<file path="src/rtl/mvseq_pkg.sv">
package mvseq_pkg;

  typedef enum logic {MV_IDLE, MV_RUN} mv_state_e;

  localparam logic [1:0] EW_FULL = 2'd0;
  localparam logic [1:0] EW_B    = 2'd1;
  localparam logic [1:0] EW_H    = 2'd2;
  localparam logic [1:0] EW_W    = 2'd3;

  // log2 of the number of elements held by one register
  function automatic logic [3:0] ew_elem_shift(input logic [1:0] ew, input int unsigned xlen);
    int unsigned lx;
    lx = $clog2(xlen);
    unique case (ew)
      EW_B:    return 4'(lx - 3);
      EW_H:    return 4'(lx - 4);
      EW_W:    return 4'(lx - 5);
      default: return 4'd0;
    endcase
  endfunction

  // log2 of the element size in bytes
  function automatic logic [3:0] ew_byte_shift(input logic [1:0] ew, input int unsigned xlen);
    unique case (ew)
      EW_B:    return 4'd0;
      EW_H:    return 4'd1;
      EW_W:    return 4'd2;
      default: return 4'($clog2(xlen) - 3);
    endcase
  endfunction

endpackage

</file>
<file path="src/rtl/mvseq_pred_scan.sv">
module mvseq_pred_scan #(
  parameter int MAXVL = 16,
  parameter int IW    = 5
) (
  input  logic [MAXVL-1:0] mask,
  input  logic [IW-1:0]    from,
  input  logic             use_mask,
  output logic [IW-1:0]    pos
);
  // Lowest enabled position at or above 'from'; MAXVL when none.
  always_comb begin
    if (!use_mask) begin
      pos = from;
    end else begin
      pos = IW'(MAXVL);
      for (int k = MAXVL - 1; k >= 0; k--) begin
        if ((IW'(k) >= from) && mask[k]) pos = IW'(k);
      end
    end
  end
endmodule

</file>
<file path="src/rtl/mvseq_elem_map.sv">
module mvseq_elem_map
  import mvseq_pkg::*;
#(
  parameter int XLEN  = 64,
  parameter int NREGS = 32,
  parameter int IW    = 5,
  parameter int RW    = 5,
  parameter int OW    = 3
) (
  input  logic [RW-1:0] base,
  input  logic [IW-1:0] idx,
  input  logic [1:0]    ew,
  output logic [RW-1:0] reg_o,
  output logic [OW-1:0] off_o,
  output logic          oob
);
  localparam int SW = RW + IW + 1;

  logic [3:0]    sh;
  logic [IW-1:0] hi;
  logic [IW-1:0] lo_mask;
  logic [SW-1:0] sum;

  always_comb begin
    sh      = ew_elem_shift(ew, XLEN);
    hi      = idx >> sh;
    lo_mask = (IW'(1) << sh) - IW'(1);
    sum     = SW'(base) + SW'(hi);
    oob     = sum >= SW'(NREGS);
    reg_o   = sum[RW-1:0];
    off_o   = OW'(idx & lo_mask);
  end
endmodule

</file>
<file path="src/rtl/mvseq_extend.sv">
module mvseq_extend
  import mvseq_pkg::*;
#(
  parameter int XLEN = 64
) (
  input  logic [XLEN-1:0] din,
  input  logic [1:0]      ew,
  input  logic            to_scalar,
  input  logic            zext,
  output logic [XLEN-1:0] dout
);
  logic [XLEN-1:0] msk;
  logic [XLEN-1:0] lo;
  logic            sgn;

  always_comb begin
    msk = '1;
    sgn = 1'b0;
    unique case (ew)
      EW_B:    begin msk = XLEN'({8{1'b1}});  sgn = din[7];  end
      EW_H:    begin msk = XLEN'({16{1'b1}}); sgn = din[15]; end
      EW_W:    begin msk = XLEN'({32{1'b1}}); sgn = din[31]; end
      default: ;
    endcase
    lo   = din & msk;
    dout = (to_scalar && !zext && sgn) ? (lo | ~msk) : lo;
  end
endmodule

</file>
<file path="src/rtl/mvseq_twin_move.sv">
module mvseq_twin_move
  import mvseq_pkg::*;
#(
  parameter int XLEN  = 64,
  parameter int NREGS = 32,
  parameter int MAXVL = 16,
  parameter int AW    = 32,
  localparam int IW   = $clog2(MAXVL + 1),
  localparam int RW   = $clog2(NREGS),
  localparam int OW   = $clog2(XLEN / 8)
) (
  input  logic             clk,
  input  logic             rst_n,
  input  logic             start,
  input  logic [IW-1:0]    vl,
  input  logic             src_vec,
  input  logic             dst_vec,
  input  logic [MAXVL-1:0] src_mask,
  input  logic [MAXVL-1:0] dst_mask,
  input  logic [RW-1:0]    src_base,
  input  logic [RW-1:0]    dst_base,
  input  logic [1:0]       elw,
  input  logic             ld_mode,
  input  logic             zext,
  input  logic [AW-1:0]    addr_base,
  input  logic [XLEN-1:0]  rd_elem,
  output logic             out_valid,
  output logic [RW-1:0]    src_reg,
  output logic [OW-1:0]    src_off,
  output logic [RW-1:0]    dst_reg,
  output logic [OW-1:0]    dst_off,
  output logic [AW-1:0]    ld_addr,
  output logic             ld_indirect,
  output logic [XLEN-1:0]  wr_data,
  output logic             busy,
  output logic             done,
  output logic             exc
);

  // ---------------- state and latched settings ----------------
  mv_state_e        st_q, st_d;
  logic [IW-1:0]    i_q, i_d, j_q, j_d, n_q, n_d;
  logic             done_d, exc_d, ov_d;

  logic [IW-1:0]    cfg_vl;
  logic             cfg_sv, cfg_dv, cfg_ld, cfg_zx;
  logic [MAXVL-1:0] cfg_sm, cfg_dm;
  logic [RW-1:0]    cfg_sb, cfg_db;
  logic [1:0]       cfg_ew;
  logic [AW-1:0]    cfg_ab;

  logic             cfg_en, emit;
  logic [IW-1:0]    vl_clamp;

  // ---------------- index scan and element mapping ----------------
  logic [IW-1:0]    si, dj;
  logic [RW-1:0]    s_reg, d_reg;
  logic [OW-1:0]    s_off, d_off;
  logic             s_oob, d_oob;
  logic [3:0]       bsh;
  logic [AW-1:0]    addr_now;

  mvseq_pred_scan #(.MAXVL(MAXVL), .IW(IW)) u_scan_src (
    .mask(cfg_sm), .from(i_q), .use_mask(cfg_sv), .pos(si)
  );

  mvseq_pred_scan #(.MAXVL(MAXVL), .IW(IW)) u_scan_dst (
    .mask(cfg_dm), .from(j_q), .use_mask(cfg_dv), .pos(dj)
  );

  mvseq_elem_map #(.XLEN(XLEN), .NREGS(NREGS), .IW(IW), .RW(RW), .OW(OW)) u_map_src (
    .base(cfg_sb), .idx(si), .ew(cfg_ew), .reg_o(s_reg), .off_o(s_off), .oob(s_oob)
  );

  mvseq_elem_map #(.XLEN(XLEN), .NREGS(NREGS), .IW(IW), .RW(RW), .OW(OW)) u_map_dst (
    .base(cfg_db), .idx(dj), .ew(cfg_ew), .reg_o(d_reg), .off_o(d_off), .oob(d_oob)
  );

  mvseq_extend #(.XLEN(XLEN)) u_ext (
    .din(rd_elem), .ew(cfg_ew), .to_scalar(!cfg_dv), .zext(cfg_zx), .dout(wr_data)
  );

  // ---------------- next-state logic ----------------
  always_comb begin
    vl_clamp = (vl > IW'(MAXVL)) ? IW'(MAXVL) : vl;
    bsh      = ew_byte_shift(cfg_ew, XLEN);
    addr_now = cfg_ab + (AW'(n_q) << bsh);
    cfg_en   = (st_q == MV_IDLE) && start;

    st_d   = st_q;
    i_d    = i_q;
    j_d    = j_q;
    n_d    = n_q;
    ov_d   = 1'b0;
    done_d = 1'b0;
    exc_d  = 1'b0;
    emit   = 1'b0;

    unique case (st_q)
      MV_IDLE: begin
        if (start) begin
          st_d = MV_RUN;
          i_d  = '0;
          j_d  = '0;
          n_d  = '0;
        end
      end
      MV_RUN: begin
        if ((si >= cfg_vl) || (dj >= cfg_vl)) begin
          st_d   = MV_IDLE;
          done_d = 1'b1;
        end else if (s_oob || d_oob) begin
          st_d   = MV_IDLE;
          done_d = 1'b1;
          exc_d  = 1'b1;
        end else begin
          emit = 1'b1;
          ov_d = 1'b1;
          i_d  = cfg_sv ? si + IW'(1) : si;
          j_d  = cfg_dv ? dj + IW'(1) : dj;
          n_d  = n_q + IW'(1);
          if (!cfg_dv) begin
            st_d   = MV_IDLE;
            done_d = 1'b1;
          end
        end
      end
      default: st_d = MV_IDLE;
    endcase
  end

  // ---------------- registers ----------------
  always_ff @(posedge clk or negedge rst_n) begin
    if (!rst_n) begin
      st_q      <= MV_IDLE;
      i_q       <= '0;
      j_q       <= '0;
      n_q       <= '0;
      out_valid <= 1'b0;
      done      <= 1'b0;
      exc       <= 1'b0;
    end else begin
      st_q      <= st_d;
      i_q       <= i_d;
      j_q       <= j_d;
      n_q       <= n_d;
      out_valid <= ov_d;
      done      <= done_d;
      exc       <= exc_d;
    end
  end

  always_ff @(posedge clk or negedge rst_n) begin
    if (!rst_n) begin
      cfg_vl <= '0;
      cfg_sv <= 1'b0;
      cfg_dv <= 1'b0;
      cfg_ld <= 1'b0;
      cfg_zx <= 1'b0;
      cfg_sm <= '0;
      cfg_dm <= '0;
      cfg_sb <= '0;
      cfg_db <= '0;
      cfg_ew <= EW_FULL;
      cfg_ab <= '0;
    end else if (cfg_en) begin
      cfg_vl <= vl_clamp;
      cfg_sv <= src_vec;
      cfg_dv <= dst_vec;
      cfg_ld <= ld_mode;
      cfg_zx <= zext;
      cfg_sm <= src_mask;
      cfg_dm <= dst_mask;
      cfg_sb <= src_base;
      cfg_db <= dst_base;
      cfg_ew <= elw;
      cfg_ab <= addr_base;
    end
  end

  always_ff @(posedge clk or negedge rst_n) begin
    if (!rst_n) begin
      src_reg     <= '0;
      src_off     <= '0;
      dst_reg     <= '0;
      dst_off     <= '0;
      ld_addr     <= '0;
      ld_indirect <= 1'b0;
    end else if (emit) begin
      src_reg     <= s_reg;
      src_off     <= s_off;
      dst_reg     <= d_reg;
      dst_off     <= d_off;
      ld_addr     <= addr_now;
      ld_indirect <= cfg_ld && cfg_sv;
    end
  end

  assign busy = (st_q == MV_RUN);

  // ---------------- assertions ----------------
  assert_src_scan_hit_R2: assert property (@(posedge clk) disable iff (!rst_n)
    (busy && cfg_sv && (si < cfg_vl)) |-> (((cfg_sm >> si) & MAXVL'(1)) != '0));

  assert_done_one_cycle_R3: assert property (@(posedge clk) disable iff (!rst_n)
    done |=> !done);

  assert_scalar_dst_single_R5: assert property (@(posedge clk) disable iff (!rst_n)
    (out_valid && !cfg_dv) |-> done);

  assert_unit_stride_R8: assert property (@(posedge clk) disable iff (!rst_n)
    (out_valid && $past(out_valid) && cfg_ld && !cfg_sv)
      |-> (ld_addr == $past(ld_addr) + (AW'(1) << bsh)));

  assert_exc_no_pair_R10: assert property (@(posedge clk) disable iff (!rst_n)
    exc |-> (done && !out_valid));

  assert_cfg_frozen_R11: assert property (@(posedge clk) disable iff (!rst_n)
    (busy && $past(busy)) |-> ($stable(cfg_vl) && $stable(cfg_sm) && $stable(cfg_dm)
                               && $stable(cfg_sv) && $stable(cfg_dv)));

endmodule

</file>
<file path="config.mk">
export PLATFORM = sky130hd
export DESIGN_NAME = mvseq_twin_move
export DESIGN_NICKNAME = d
export VERILOG_FILES = /design/src/rtl/mvseq_pkg.sv /design/src/rtl/mvseq_pred_scan.sv /design/src/rtl/mvseq_elem_map.sv /design/src/rtl/mvseq_extend.sv /design/src/rtl/mvseq_twin_move.sv
export SDC_FILE = /design/constraint.sdc
export NUM_CORES = 1
export LEC_CHECK = 0
export BUFFER_PORTS_ARGS = -buffer_cell sky130_fd_sc_hd__clkbuf_2
export CAP_MARGIN = 20
export CORE_MARGIN = 2
export CORE_UTILIZATION = 49
export CTS_BUF_LIST = sky130_fd_sc_hd__clkbuf_8
export CTS_CLUSTER_DIAMETER = 100
export CTS_CLUSTER_SIZE = 25
export DETAILED_ROUTE_END_ITERATION = 10
export PLACE_DENSITY = 0.81
export SLEW_MARGIN = 20
export SYNTH_ARGS = -nofsm -noshare
export SYNTH_HDL_FRONTEND = slang
export SYNTH_SLANG_ARGS = --single-unit
</file>
<file path="constraint.sdc">
create_clock -name clk -period 4 [get_ports clk]
set_input_delay 0.2 -clock clk [delete_from_list [all_inputs] [get_ports clk]]
set_output_delay 0.2 -clock clk [all_outputs]
set_load 0.02 [all_outputs]
</file>
# Word-level counts from Yosys, hierarchy flattened
# Cells that the tools add are included.
[op_classes]
reduce_logical = 41
addsub = 7
bitwise = 6
n_eq_ne = 6
shifts = 4
magnitude_cmp = 37
mux = 67
[op_table]
columns = ["cell", "n"]
rows = [
  ["2-to-1 mux 5 bit", 44],
  ["one-hot mux 64 bit (3 select lines)", 1],
  [">= comparator 4 x 5 -> 1 bit (first input constant)", 16],
  ["bitwise AND 64 bit", 1],
  ["2-to-1 mux 64 bit", 1],
  ["NOT 64 bit", 1],
  ["OR 64 bit", 1],
  [">= comparator 3 x 5 -> 1 bit (first input constant)", 8],
  ["logical AND 1 bit", 36],
  ["adder 32 bit", 1],
  ["left shift 5 x 4 -> 32 bit", 1],
  ["one-hot mux 5 bit (2 select lines)", 3],
  [">= comparator 11 x 6 -> 1 bit (second input constant)", 2],
  [">= comparator 1 x 5 -> 1 bit (first input constant)", 4],
  [">= comparator 2 x 5 -> 1 bit (first input constant)", 4],
  ["adder 5 x 1 -> 5 bit (second input constant)", 3],
  ["2-to-1 mux 1 bit", 14],
  ["adder 5 x 5 -> 6 bit", 2],
  ["one-hot mux 2 bit (3 select lines)", 2],
  [">= comparator 5 bit", 2],
  ["right shift 5 x 2 -> 5 bit", 2],
  ["bitwise AND 3 bit", 2],
  ["!= test 2 bit (second input constant)", 3],
  ["greater-than comparator 5 bit (second input constant)", 1],
  ["other kinds (10)", 13],
]
[word_totals]
elab_cells = 192
out_inout_bits = 117
reg_bits = 153
inputBits = 152

# Longest topological paths before layout
# Gate-level depths: netlist of run 1.
[logic_depth]
ltp_word = 26
depth_mapped = 21
depth_no_buf = 18

# Cells and area by module
# Synthesis of run 1 repeated with hierarchy kept, for this count alone.
[unflattened]
cells_unflattened = 1122
hier_area_um2 = 9850.7
[modules_own_cells]
columns = ["module", "seq_area_each_um2", "n_inst", "area_per_inst_um2", "cells_per_inst"]
rows = [
  ["mvseq_twin_move", 3828.7, 1, 7318.3, 743],
  ["mvseq_pred_scan", 0.0, 2, 531.8, 76],
  ["mvseq_extend", 0.0, 1, 798.3, 149],
  ["mvseq_elem_map", 0.0, 2, 335.3, 39],
]

# Least setup slack after synthesis of run 1
# OpenSTA, ideal clock, no wires.
[synth_timing]
kind = "register to register"
from = "reg cfg_ew[0]"
to = "reg j_q[2]"
setup_time_ns = 0.122
stages_incl_launch_ff = 19
setup_slack_ns = -0.137
t_arrival_ns = 4.015
required_time_ns = 3.878
synth_period_minus_slack_ns = 4.137
n_path_buf = 5
cell_sequence = "dfrtp_1 > clkbuf_1 > inv_1 > ha_1 > clkbuf_1 > clkbuf_1 > nor3_1 > a211oi_1 > ha_1 > a21o_1 > a21oi_2 > o21bai_2 > a2111oi_4 > and4_1 > buf_6 > buf_6 > nand2_2 > nand3_1 > o21ai_1"
[synth_via]
elab_chain_len = 8
word_cells_on_any_way = 13
classes_between = "add/sub (2); order compare (2); eq/ne (4); shift (2); mux (1); reduce/logical (2)"
[synth_rtl]
columns = ["element", "line_no", "source"]
rows = [
  ["start, declared", "mvseq_twin_move.sv:49", "logic [1:0] cfg_ew;"],
  ["start signal, assigned", "mvseq_twin_move.sv:176", "cfg_ew <= elw;"],
  ["equality test 2 bit / equality test 2 x 1 -> 1 bit (equally long branches)", "mvseq_pkg.sv:14", "unique case (ew)"],
  ["one-hot mux 2 bit (3 select lines) *", "mvseq_pkg.sv:14", ""],
  ["right shift 5 x 2 -> 5 bit", "mvseq_elem_map.sv:26", "hi = idx >> sh;"],
  ["adder 5 x 5 -> 6 bit", "mvseq_elem_map.sv:28", "sum = SW'(base) + SW'(hi);"],
  [">= comparator 11 x 6 -> 1 bit", "mvseq_elem_map.sv:29", "oob = sum >= SW'(NREGS);"],
  ["logical OR 1 bit *", "mvseq_twin_move.sv:112", "end else if (s_oob || d_oob) begin"],
  ["!= test 2 bit (no source line) *", "--", ""],
  ["AND reduction 3 bit (no source line) *", "--", ""],
  ["end signal, assigned", "mvseq_twin_move.sv:145", "j_q <= j_d;"],
  ["end, declared", "mvseq_twin_move.sv:42", "logic [IW-1:0] i_q, i_d, j_q, j_d, n_q, n_d;"],
]
# Every way passes the cells marked *; elsewhere a longest branch is shown, timed or not.
# A chain may end at the register's enable or synchronous reset.

# Final worst setup path of run 1
[layout_timing]
from = "reg j_q[3]"
to = "reg i_q[2]"
[layout_via]
elab_chain_len = 25
word_cells_on_any_way = 58
classes_between = "add/sub (1); order compare (18); eq/ne (2); shift (1); mux (17); reduce/logical (19)"
[layout_rtl]
columns = ["element", "line_no", "source"]
rows = [
  [">= comparator 4 x 5 -> 1 bit", "mvseq_pred_scan.sv:17", "if ((IW'(k) >= from) && mask[k]) pos = IW'(k);"],
  ["logical AND 1 bit", "mvseq_pred_scan.sv:17", ""],
  ["2-to-1 mux 5 bit (16 in a row)", "mvseq_pred_scan.sv:17", ""],
  ["2-to-1 mux 5 bit *", "mvseq_pred_scan.sv:12", "if (!use_mask) begin"],
  ["right shift 5 x 2 -> 5 bit", "mvseq_elem_map.sv:26", ""],
  ["adder 5 x 5 -> 6 bit", "mvseq_elem_map.sv:28", ""],
  [">= comparator 11 x 6 -> 1 bit", "mvseq_elem_map.sv:29", ""],
  ["logical OR 1 bit", "mvseq_twin_move.sv:112", ""],
  ["!= test 2 bit (no source line)", "--", ""],
  ["AND reduction 3 bit (no source line) *", "--", ""],
  ["end signal, assigned", "mvseq_twin_move.sv:144", "i_q <= i_d;"],
  ["end, declared", "mvseq_twin_move.sv:42", ""],
]
# Marks and branches as above.

==> results of run 1 <==
## cell type report
cell class / count / area, sq um
Fill cell: 1355 / 5454
Multi-Input combinational cell: 810 / 5184
Sequential cell: 153 / 3839
Timing Repair Buffer: 448 / 3095
Tap cell: 234 / 292.8
Clock buffer: 17 / 234.0
Inverter: 58 / 220.2
Clock inverter: 15 / 198.9
## through the flow
step | total power [mW] | util [%] | setup WS (ns) | hold WS [ns]
floorplan | 6.936 | - | 0.04955 | -0.09559
global placement | 8.936 | 59.33 | -0.09952 | 0.3584
detailed placement | 9.157 | 59.33 | -0.2013 | 0.3800
CTS | 10.65 | 67.01 | 0.002335 | 0.01561
global route | 12.72 | 70.55 | -0.3145 | 0.03011
finish | 11.92 | 70.55 | -0.08731 | 0.02944
## worst max-delay path, stage by stage, from the launching register on
cell      delay, ns
dfrtp_2        0.45
buf_1          0.17
buf_4          0.19
or3_4          0.39
o32ai_4        0.16
nor4b_4        0.09
nor4_2         0.31
a21o_1         0.16
buf_4          0.12
inv_2          0.04
ha_1           0.26
nand2b_1       0.14
a21o_1         0.17
a21o_1         0.20
a31oi_4        0.21
buf_4          0.16
nand4_4        0.17
buf_6          0.20
mux2i_4        0.18
nand2_1        0.12
o21ai_1        0.08
## cells in the final DEF, fill, tap and decap left out, types with 5 or more instances in the layout
| master | n |
|---|---|
| a21oi_1 | 13 |
| dlygate4sd3_1 | 85 |
| nand2b_1 | 9 |
| mux2i_1 | 5 |
| clkinv_8 | 5 |
| mux2_2 | 8 |
| o21a_1 | 5 |
| a21o_1 | 46 |
| o211ai_1 | 5 |
| buf_4 | 90 |
| buf_6 | 7 |
| clkbuf_8 | 17 |
| nand2_2 | 9 |
| xnor2_1 | 11 |
| nor2_1 | 32 |
| a21oi_2 | 7 |
| a31oi_1 | 5 |
| inv_1 | 54 |
| nand3_1 | 41 |
| clkbuf_2 | 254 |
| nand2_4 | 15 |
| o21ai_1 | 18 |
| nor2b_1 | 13 |
| dfrtp_2 | 8 |
| nand2_1 | 284 |
| and2_1 | 6 |
| xor2_1 | 30 |
| nand3b_1 | 7 |
| o21ai_2 | 20 |
| nand4_1 | 14 |
| o21ai_0 | 64 |
| and3_1 | 10 |
| nor3_1 | 5 |
| dfrtp_1 | 145 |
| ha_1 | 34 |
## routing by layer
metal | share of wire [%] | vias up | global-route usage [%]
met1 | 42 | 4465 | 36.38
met5 | 0 | - | 0
met4 | 2.1 | 0 | 7.947
li1 | - | 4477 | -
met2 | 51 | 324 | 45.73
met3 | 5.6 | 58 | 6.114
## power by group through the flow
stage | Combinational [mW] | Sequential, mW | Clock, mW
after CTS | 6.54 | 2.82 | 1.29
after detailed placement | 6.31 | 2.85 | 0
final | 7.75 | 2.89 | 1.28
after global routing | 8.38 | 2.98 | 1.36
after global placement | 6.10 | 2.84 | 0
after floorplan | 4.01 | 2.92 | 0
## worst paths after layout
| path | startpoint | end | slack (ns) | depth (start not counted) |
|---|---|---|---|---|
| hold / removal | vl[0] | cfg_vl[0]$_DFFE_PN0P_ | 0.03 | 3 |
| setup reg to reg | j_q[3]$_DFFE_PN0P_ | i_q[2]$_DFFE_PN0P_ | -0.09 | 20 |
| max in group asynchronous | rst_n | j_q[0]$_DFFE_PN0P_ | 2.65 | 3 |
| hold reg to reg | src_off[1]$_DFFE_PN0P_ | src_off[1]$_DFFE_PN0P_ | 0.48 | 2 |
| setup / recovery | j_q[3]$_DFFE_PN0P_ | i_q[2]$_DFFE_PN0P_ | -0.09 | 20 |
| min in group asynchronous | rst_n | cfg_sm[14]$_DFFE_PN0P_ | 0.39 | 2 |
## cell families after synthesis
group,count (synthesis)
DFF,153
AOI/OAI and AO/OA,243
muxes,16
buffers and inverters,126
and+or+nand+nor,471
adders and majority gates,39
xor gates and xnor gates,41
## what timing repair did
action / CTS / global route
hold buffers: 85 / 0
setup endpoints to repair: 65 / 66
endpoints found under the hold margin: 182 / 0
cloned: 0 / 7
resized for setup: 26 / 111
pin swaps: 5 / 55
setup buffers: 10 / 20
## synthesized netlist by cell type, drive strengths merged, types with 4 or more instances
cell type	instances	area [sq um]
a211oi	6	45.04
nand3b	7	52.55
nor2	35	133.9
a31oi	7	43.79
ha	36	450.4
mux2	9	101.4
and3	10	62.56
xnor2	11	96.34
o211ai	5	37.54
nand2	308	1159
inv	58	217.7
clkbuf	38	142.6
nand2b	9	56.30
a21o	47	354.1
and2	6	37.54
a21oi	20	111.4
xor2	30	262.8
o21ai	102	521.8
o31ai	5	37.54
a21boi	4	30.03
buf	30	191.4
and4	5	43.79
nor3	9	50.05
nor3b	4	35.03
o21a	5	37.54
mux2i	7	70.07
nand3	41	205.2
nor2b	15	93.84
o21bai	5	41.29
nand4	15	108.9
dfrtp	153	3829
==> out/qor.yml, run 1 <==
placed_design:
  gp_congestion: 0.8656
  place_area_sq_mm: 0.01099
  portBuffers: 254
  hpwl_mm: 19.07
  dpl.cell_count: 1581
drt:
  wire_per_inst_microns: 17.02
  detail_route.first_pass.iterations: 5
  ant_nets: 0
  drc: 0
  viasPerCell: 5.374
  via_count: 9324
  wirelength_mm: 29.54
  drt_iter0_drc: 613
synth:
  yosys_register_bits: 153
  synth-seq-area-share_pct: 41.78
  synth_edf_count: 0
  synthArstFlopShare_pct: 100.0
  synth-compound-area-share_pct: 17.97
  muxShareOfSynthArea_pct: 1.871
  synth-xor-area-share_pct: 3.919
  synth.net_count: 1280
  syn-cell-area_sq_mm: 0.009164
  synth_simple_gate_area_share_pct: 22.87
  synthAdderAreaFrac_pct: 5.571
  synth_cell_types: 80
  avgSynthCellArea_sq_um: 8.415
  synth_top_family_by_area: "simple AND/OR/NAND/NOR gates"
  synth_cells: 1089
  synthFlopType: "dfrtp_1"
  yosys_warnings: 0
timing:
  fin_crit_sh_pct: 102.2
  rsz0062_at_grt: "yes"
  clock.fmax_mhz: 244.7
  tns_ns: -0.2625
  drv_slew: 0
  min_period_ns: 4.087
  relSlewSlack_pct: 37.76
  finalHoldViolCount: 0
  worst_slack_ns: -0.08731
  worst_slew_pin_slew_ns: 0.9336
  finalSetupViolations: 10
  finClkSkew_ns: 0.01759
power_and_ir_drop:
  switchingPower_mw: 5.744
  p_int_mw: 6.176
  p_sw_share_pct: 48.19
  clkPwrFrac_pct: 10.7
  power.leakage_nw: 6.942
  comb_power_share_pct: 65.0
  p_seq_share_pct: 24.3
  power_density_mw_per_mm2: 912.4
  vdd_drop_max_mv: 0.4955
clock_network:
  clk_pin_slew_worst_paths_ns: 0.10
  numCtsBuffers: 17
  cts.sinks: 153
  htreeDepth: 4
  cts_root_buf: "clkbuf_8"
  insertion_delay_ns: 0.49
  cts_tree: "done"
  max-clock-path-buffers: 2
floorplan:
  die_height_microns: 140.8
  dieWidth_microns: 140.8
  num_rows: 50
  core_sq_mm: 0.01852
  io_pins: 269
  dieArea_sq_mm: 0.01981
  start_util_pct: 49.49
cells_and_area:
  final_cells: 1735
  n_antenna_cell: 0
  nNetsFinal: 1679
  top_regs: "cfg_ab x32, ld_addr x32"
  final_cell_area_sq_mm: 0.01306
  drive_gt1_share_pct: 34.11
  synthToLayoutAreaGrowth_pct: 42.56
global_route:
  grt_pass1_vias: 8740
  grt.overflow.total: 0
  antenna_found_initial: 0
  grt_usage_pct: 27.52
  grt_first_pass_wirelength_mm: 43.73
  grt_max_degree: 101
status:
  violations: "setup timing"
  status: "complete, but fails checks"
worst_setup_path:
  worstPathRequired_ns: 4.37
  path_max_fanout: 6
  critical_path_class: "reg2reg"
  endpoint_kind: "flip-flop"
  critPathArrivalTime_ns: 4.46
  start_kind: "flip-flop"
run:
  cap_violations: 0
min_path:
  min_path_type: "in2reg"
(Power assumes the default switching activity.)
==> run 2, diff against run 1 <==
PLACE_DENSITY = 0.79   (was 0.81)
==> run 2 against run 1 <==
Largest power group unchanged. Critical path depth rose by 1. Final area down 0.21%. Sequential cell count did not move. Clock skew up 0.0095 ns. Total power increased by 0.13%. Largest cell class unchanged. Worst setup slack better by 0.011 ns. Via count shrank 1.2%. Combinational power barely moved. Core utilization fell by 0.15 points. Clock power is essentially flat. Sequential share of layout area is 0.072 points higher. Clock-buffer cell count stayed put. The run still ends with setup timing left.
==> out/qor.yml, run 2 (synthesis results as in run 1) <==
cells_and_area:
  n_antenna_cell: 0  # unchanged
  drive_gt1_share_pct: 34.03  # -0.085 points
  top_regs: "cfg_ab x32, ld_addr x32"
  final_cell_area_sq_mm: 0.01304  # -0.21%
  synthToLayoutAreaGrowth_pct: 42.26
  final_cells: 1727  # -0.46%
  nNetsFinal: 1671  # -0.48%
  final_cell_mix: "276 x nand2_1, 253 x clkbuf_2, 144 x dfrtp_1"
  final_common_cell: "nand2_1"
min_path:
  min_path_type: "in2reg"
global_route:
  grtUsageMet1_pct: 35.68  # -0.70 points
  antenna_found_initial: 0  # unchanged
  top_usage_layer: "met2"
  grt_max_degree: 95  # -5.9%
  grt_first_pass_wirelength_mm: 43.73  # about the same
  grt.overflow.total: 0  # unchanged
  grt_usage_pct: 27.35  # -0.17 points
  grt_pass1_vias: 8893  # +1.8%
  grt.met3_usage_pct: 5.299  # -0.82 points
  use_met2_pct: 46.42  # +0.69 points
timing:
  min_period_ns: 4.077  # -0.01056 ns
  rsz0062_at_grt: "yes"
  worst_slew_pin_slew_ns: 1.067  # +0.1335 ns
  relSlewSlack_pct: 28.61  # -9.2 points
  drv_slew: 0  # unchanged
  finClkSkew_ns: 0.02707  # +0.009480 ns
  finalSetupViolations: 26  # +16
  worst_slack_ns: -0.07675  # +0.01056 ns
  clock.fmax_mhz: 245.3  # +0.26%
  finalHoldViolCount: 0  # unchanged
  fin_crit_sh_pct: 101.9  # -0.26 points
drt:
  wire_per_inst_microns: 16.74  # -1.6%
  ant_nets: 0  # unchanged
  detail_route.first_pass.iterations: 5  # unchanged
  viasPerCell: 5.335  # -0.72%
  drt_iter0_drc: 641  # +4.6%
  drc: 0  # unchanged
  wirelength_mm: 28.91  # -2.1%
  via_count: 9214  # -1.2%
run:
  cap_violations: 0  # unchanged
worst_setup_path:
  endpoint_kind: "flip-flop"
  start_kind: "flip-flop"
  worstPathRequired_ns: 4.36  # about the same
  path_max_fanout: 6  # unchanged
  critPathArrivalTime_ns: 4.44  # -0.02 ns
  critical_path_class: "reg2reg"
clock_network:
  numCtsBuffers: 17  # unchanged
  max-clock-path-buffers: 2  # unchanged
  clk_pin_slew_worst_paths_ns: 0.10  # about the same
  htreeDepth: 4  # unchanged
  cts_root_buf: "clkbuf_8"
  cts_tree: "done"
  insertion_delay_ns: 0.48  # about the same
  cts.sinks: 153  # unchanged
placed_design:
  place_area_sq_mm: 0.01096  # -0.27%
  dpl.cell_count: 1572  # -0.57%
  hpwl_mm: 18.37  # -3.6%
  portBuffers: 254  # unchanged
  gp_congestion: 0.8654  # about the same
power_and_ir_drop:
  comb_power_share_pct: 65.1  # about the same
  p_sw_share_pct: 48.29  # +0.10 points
  clkPwrFrac_pct: 10.5  # -0.2 points
  p_int_mw: 6.172  # about the same
  vdd_drop_max_mv: 0.5398  # +8.9%
  power.leakage_nw: 6.931  # -0.15%
  switchingPower_mw: 5.764  # +0.35%
  p_seq_share_pct: 24.4  # about the same
  power_density_mw_per_mm2: 915.6  # +0.34%
  power.total_mw: 11.94  # +0.13%
floorplan:
  num_rows: 50  # unchanged
  die_height_microns: 140.8  # unchanged
  io_pins: 269  # unchanged
  core_sq_mm: 0.01852  # unchanged
  dieWidth_microns: 140.8  # unchanged
  start_util_pct: 49.49  # unchanged
  dieArea_sq_mm: 0.01981  # unchanged
status:
  status: "complete, but fails checks"
  violations: "setup timing"
## run 2: layout make-up
type	count	area [sq um]
tap	234	292.8
sequential	153	3840
fill	1382	5482
clock inverter	15	191.4
multi-input combinational	810	5182
clock buffer	17	234.0
inverter	58	217.7
timing repair buffer	440	3078
## run 2: stage by stage
stage               setup WS, ns  hold WS [ns]  util [%]  setup TNS (ns)
floorplan                0.04955      -0.09559         -               0
global placement        -0.01990        0.3392     59.17         -0.2290
detailed placement       -0.1826        0.3439     59.17          -4.571
CTS                   0.00007416      0.005734     66.82               0
global route             -0.2960       0.04984     70.40          -10.72
finish                  -0.07675       0.05278     70.40         -0.7108
## run 2: routing by layer
layer	vias up	routed length, microns
met3	42	1527
li1	4467	-
met5	-	0
met2	270	14330
met1	4435	12520
met4	0	533
## run 2: path summary, 6_finish.rpt
check / from / end / slack [ns] / depth (start not counted)
worst max-delay path: i_q[1]$_DFFE_PN0P_ / i_q[2]$_DFFE_PN0P_ / -0.08 / 21
worst min-delay path: vl[3] / cfg_vl[3]$_DFFE_PN0P_ / 0.05 / 3
worst max register to register: i_q[1]$_DFFE_PN0P_ / i_q[2]$_DFFE_PN0P_ / -0.08 / 21
worst min register to register: cfg_sm[13]$_DFFE_PN0P_ / cfg_sm[13]$_DFFE_PN0P_ / 0.48 / 2
max in group asynchronous: rst_n / i_q[1]$_DFFE_PN0P_ / 2.62 / 3
min in group asynchronous: rst_n / cfg_dm[7]$_DFFE_PN0P_ / 0.36 / 2
## run 2: power by group through the flow
stage               registers, mW  logic (mW)  clock network (mW)
finish                       2.91        7.78                1.25
global route                 2.99        8.42                1.34
CTS                          2.84        6.44                1.26
detailed placement           2.86        6.20                   0
global placement             2.85        6.06                   0
floorplan                    2.92        4.01                   0
## run 2: repair_timing
action                     CTS  global route
resized for setup           22           120
pin swaps                    5            54
setup buffers               15            17
hold endpoints to repair   174             1
cloned                       0             8
hold buffers                83             1
setup endpoints to repair   42            66
## run 2: worst max-delay path, cell delays in order (launching register included)
cell	delay, ns
dfrtp_2	0.45
buf_2	0.17
buf_4	0.14
nand3_1	0.07
nand4_1	0.17
nand3b_1	0.18
o32a_1	0.18
a21oi_2	0.05
mux2_2	0.31
mux2i_2	0.22
a2bb2oi_2	0.10
ha_1	0.21
a21o_1	0.20
a21oi_2	0.18
o21ai_2	0.11
a2111oi_4	0.35
buf_4	0.20
nand4_4	0.13
buf_12	0.20
mux2i_4	0.18
nand2_1	0.09
o21ai_1	0.07
==> run 3, diff against run 2 <==
CORE_ASPECT_RATIO = 1.1   (was unset)
SLEW_MARGIN = unset   (was 20)
==> run 3 against run 2 <==
The run still ends with setup timing left. Worst setup slack better by 0.020 ns. Total power down 6.0%. First-iteration DRC count down 21%. Via count down 2.0%. Final area down 2.5%. Die area about the same. Clock-buffer cell count unchanged. Clock power up 3%. Non-clock buffer count down 10. Critical path type unchanged. Largest power group unchanged.
==> out/qor.yml, run 3 (synthesis results as in run 1) <==
timing:
  fin_crit_sh_pct: 101.4  # -0.50 points
  finClkSkew_ns: 0.01917  # -0.007902 ns
  worst_slack_ns: -0.05668  # +0.02007 ns
  finalHoldViolCount: 0  # unchanged
  worst_slew_pin_slew_ns: 1.003  # -0.06459 ns
  relSlewSlack_pct: 33.02  # +4.4 points
  clock.fmax_mhz: 246.5  # +0.49%
  tns_ns: -0.3065  # +0.4043 ns
  hold-worst-slack_ns: 0.03280  # -0.01998 ns
  finalSetupViolations: 9  # -65%
  drv_slew: 0  # unchanged
  rsz0062_at_grt: "yes"
  min_period_ns: 4.057  # -0.02007 ns
floorplan:
  die_height_microns: 147.4  # +4.7%
  dieArea_sq_mm: 0.01981  # about the same
  start_util_pct: 49.95  # +0.46 points
  core_sq_mm: 0.01835  # -0.92%
  num_rows: 52  # +4.0%
  dieWidth_microns: 134.4  # -4.5%
  io_pins: 269  # unchanged
drt:
  drc: 0  # unchanged
  drt_iter0_drc: 506  # -21%
  detail_route.first_pass.iterations: 5  # unchanged
  wirelength_mm: 27.42  # -5.2%
  viasPerCell: 5.229  # -2.0%
  via_count: 9026  # -2.0%
  wire_per_inst_microns: 15.89  # -5.1%
  ant_nets: 0  # unchanged
global_route:
  antenna_found_initial: 0  # unchanged
  grt_pass1_vias: 8765  # -1.4%
  grt_first_pass_wirelength_mm: 42.72  # -2.3%
  grt_max_degree: 98  # +3.2%
  grt.overflow.total: 0  # unchanged
  grt_usage_pct: 26.94  # -0.41 points
clock_network:
  cts_tree: "done"
  numCtsBuffers: 17  # unchanged
  cts_root_buf: "clkbuf_8"
  cts.sinks: 153  # unchanged
  max-clock-path-buffers: 2  # unchanged
  htreeDepth: 4  # unchanged
  insertion_delay_ns: 0.48  # about the same
  clk_pin_slew_worst_paths_ns: 0.10  # about the same
cells_and_area:
  final_common_cell: "nand2_1"
  nFillCells: 1455  # +5.3%
  final_cell_area_sq_mm: 0.01271  # -2.5%
  drive_gt1_share_pct: 31.36  # -2.7 points
  synthToLayoutAreaGrowth_pct: 38.65
  nNetsFinal: 1661  # -0.60%
  top_regs: "cfg_ab x32, ld_addr x32"
  multiInputGateArea_sq_mm: 0.005000  # -3.5%
  seq_area_sq_mm: 0.003840  # unchanged
  n_antenna_cell: 0  # unchanged
  final_cell_mix: "301 x nand2_1, 255 x clkbuf_2, 144 x dfrtp_1"
worst_setup_path:
  cpPeakStageDelay_ns: 0.43  # -0.02 ns
  path_max_fanout: 6  # unchanged
  cpLargestDelayFamily: "compound AO/OA/AOI/OAI gates"
  cpMaxStageDelayCell: "dfrtp_2"
  crit_top_cell: "a21o_1"
  endpoint_kind: "flip-flop"
  path_buf_inv: 5  # +1
  start_kind: "flip-flop"
  cp_cell_sequence: "buf_6 > nand4_1 > buf_4 > a211oi_1 > a311o_1 > a211oi_2 > nor4_2 > a21o_1 > buf_4 > inv_2 > ha_1 > nand2b_1 > a21o_1 > a21o_1 > a31oi_1 > and4_4 > buf_12 > nand4_1 > xor2_1 > nor2_1"
  critPathArrivalTime_ns: 4.41  # -0.03 ns
  worstPathRequired_ns: 4.36  # about the same
  critical_path_class: "reg2reg"
power_and_ir_drop:
  power.leakage_nw: 6.779  # -2.2%
  power.total_mw: 11.22  # -6.0%
  power_density_mw_per_mm2: 882.9  # -3.6%
  vdd_drop_max_mv: 0.4718  # -13%
min_path:
  min_path_type: "in2reg"
placed_design:
  pre_cts_slack_ns: -0.1054  # +0.07716 ns
  portBuffers: 254  # unchanged
  place_area_sq_mm: 0.01100  # +0.38%
  gp_congestion: 0.8775  # +1.4%
  hpwl_mm: 18.71  # +1.8%
status:
  status: "complete, but fails checks"
  violations: "setup timing"
run:
  cap_violations: 0  # unchanged
==> run 3: layer usage <==
metal	vias up	routed length [microns]	share of wire [%]	track usage [%]
met5	-	0	0	0
met4	0	404	1.5	8.632
met3	27	1478	5.4	5.350
met2	259	13790	50	44.36
met1	4297	11750	43	35.91
li1	4443	-	-	-
==> run 3: per-stage QoR <==
stage / utilization (%) / std cells
CTS: 67.53 / 1709
global route: 69.25 / 1726
detailed placement: 59.94 / 1585
global placement: 59.94 / 1585
floorplan: - / 1089
finish: 69.25 / 1726
==> run 3: path summary, 6_finish.rpt <==
check | end | cells past startpoint | start | slack [ns]
max in group asynchronous | cfg_ab[12]$_DFFE_PN0P_ | 3 | rst_n | 2.69
worst max register to register | n_q[3]$_DFFE_PN0P_ | 20 | j_q[1]$_DFFE_PN0P_ | -0.06
min in group asynchronous | cfg_dm[1]$_DFFE_PN0P_ | 2 | rst_n | 0.40
worst min-delay path | cfg_vl[2]$_DFFE_PN0P_ | 3 | vl[2] | 0.03
worst min register to register | cfg_sm[14]$_DFFE_PN0P_ | 2 | cfg_sm[14]$_DFFE_PN0P_ | 0.48
worst max-delay path | n_q[3]$_DFFE_PN0P_ | 20 | j_q[1]$_DFFE_PN0P_ | -0.06
==> run 3: repair_timing <==
| action | CTS | global route |
|---|---|---|
| hold buffers | 84 | 0 |
| endpoints found under the setup margin | 46 | 66 |
| cloned | 0 | 2 |
| buffers inserted | 8 | 15 |
| pin swaps | 6 | 13 |
| resized for setup | 23 | 61 |
| hold endpoints to repair | 178 | 0 |
==> run 3: area by class of cell <==
class / count / area share (%)
Multi-Input combinational cell: 810 / 39.35
Tap cell: 243 / 2.393
Sequential cell: 153 / 30.22
Clock buffer: 17 / 1.841
Clock inverter: 15 / 1.556
Timing Repair Buffer: 430 / 22.92
Inverter: 58 / 1.713
==> run 3: tightest hold or removal path: stages <==
cell      delay (ns)
clkbuf_2        0.08
nand3b_1        0.09
o21ai_0         0.09
==> run 3: power breakdown <==
part	internal, mW	switching (mW)
Sequential	2.23	0.639
Clock	0.594	0.694
Combinational	3.09	3.97
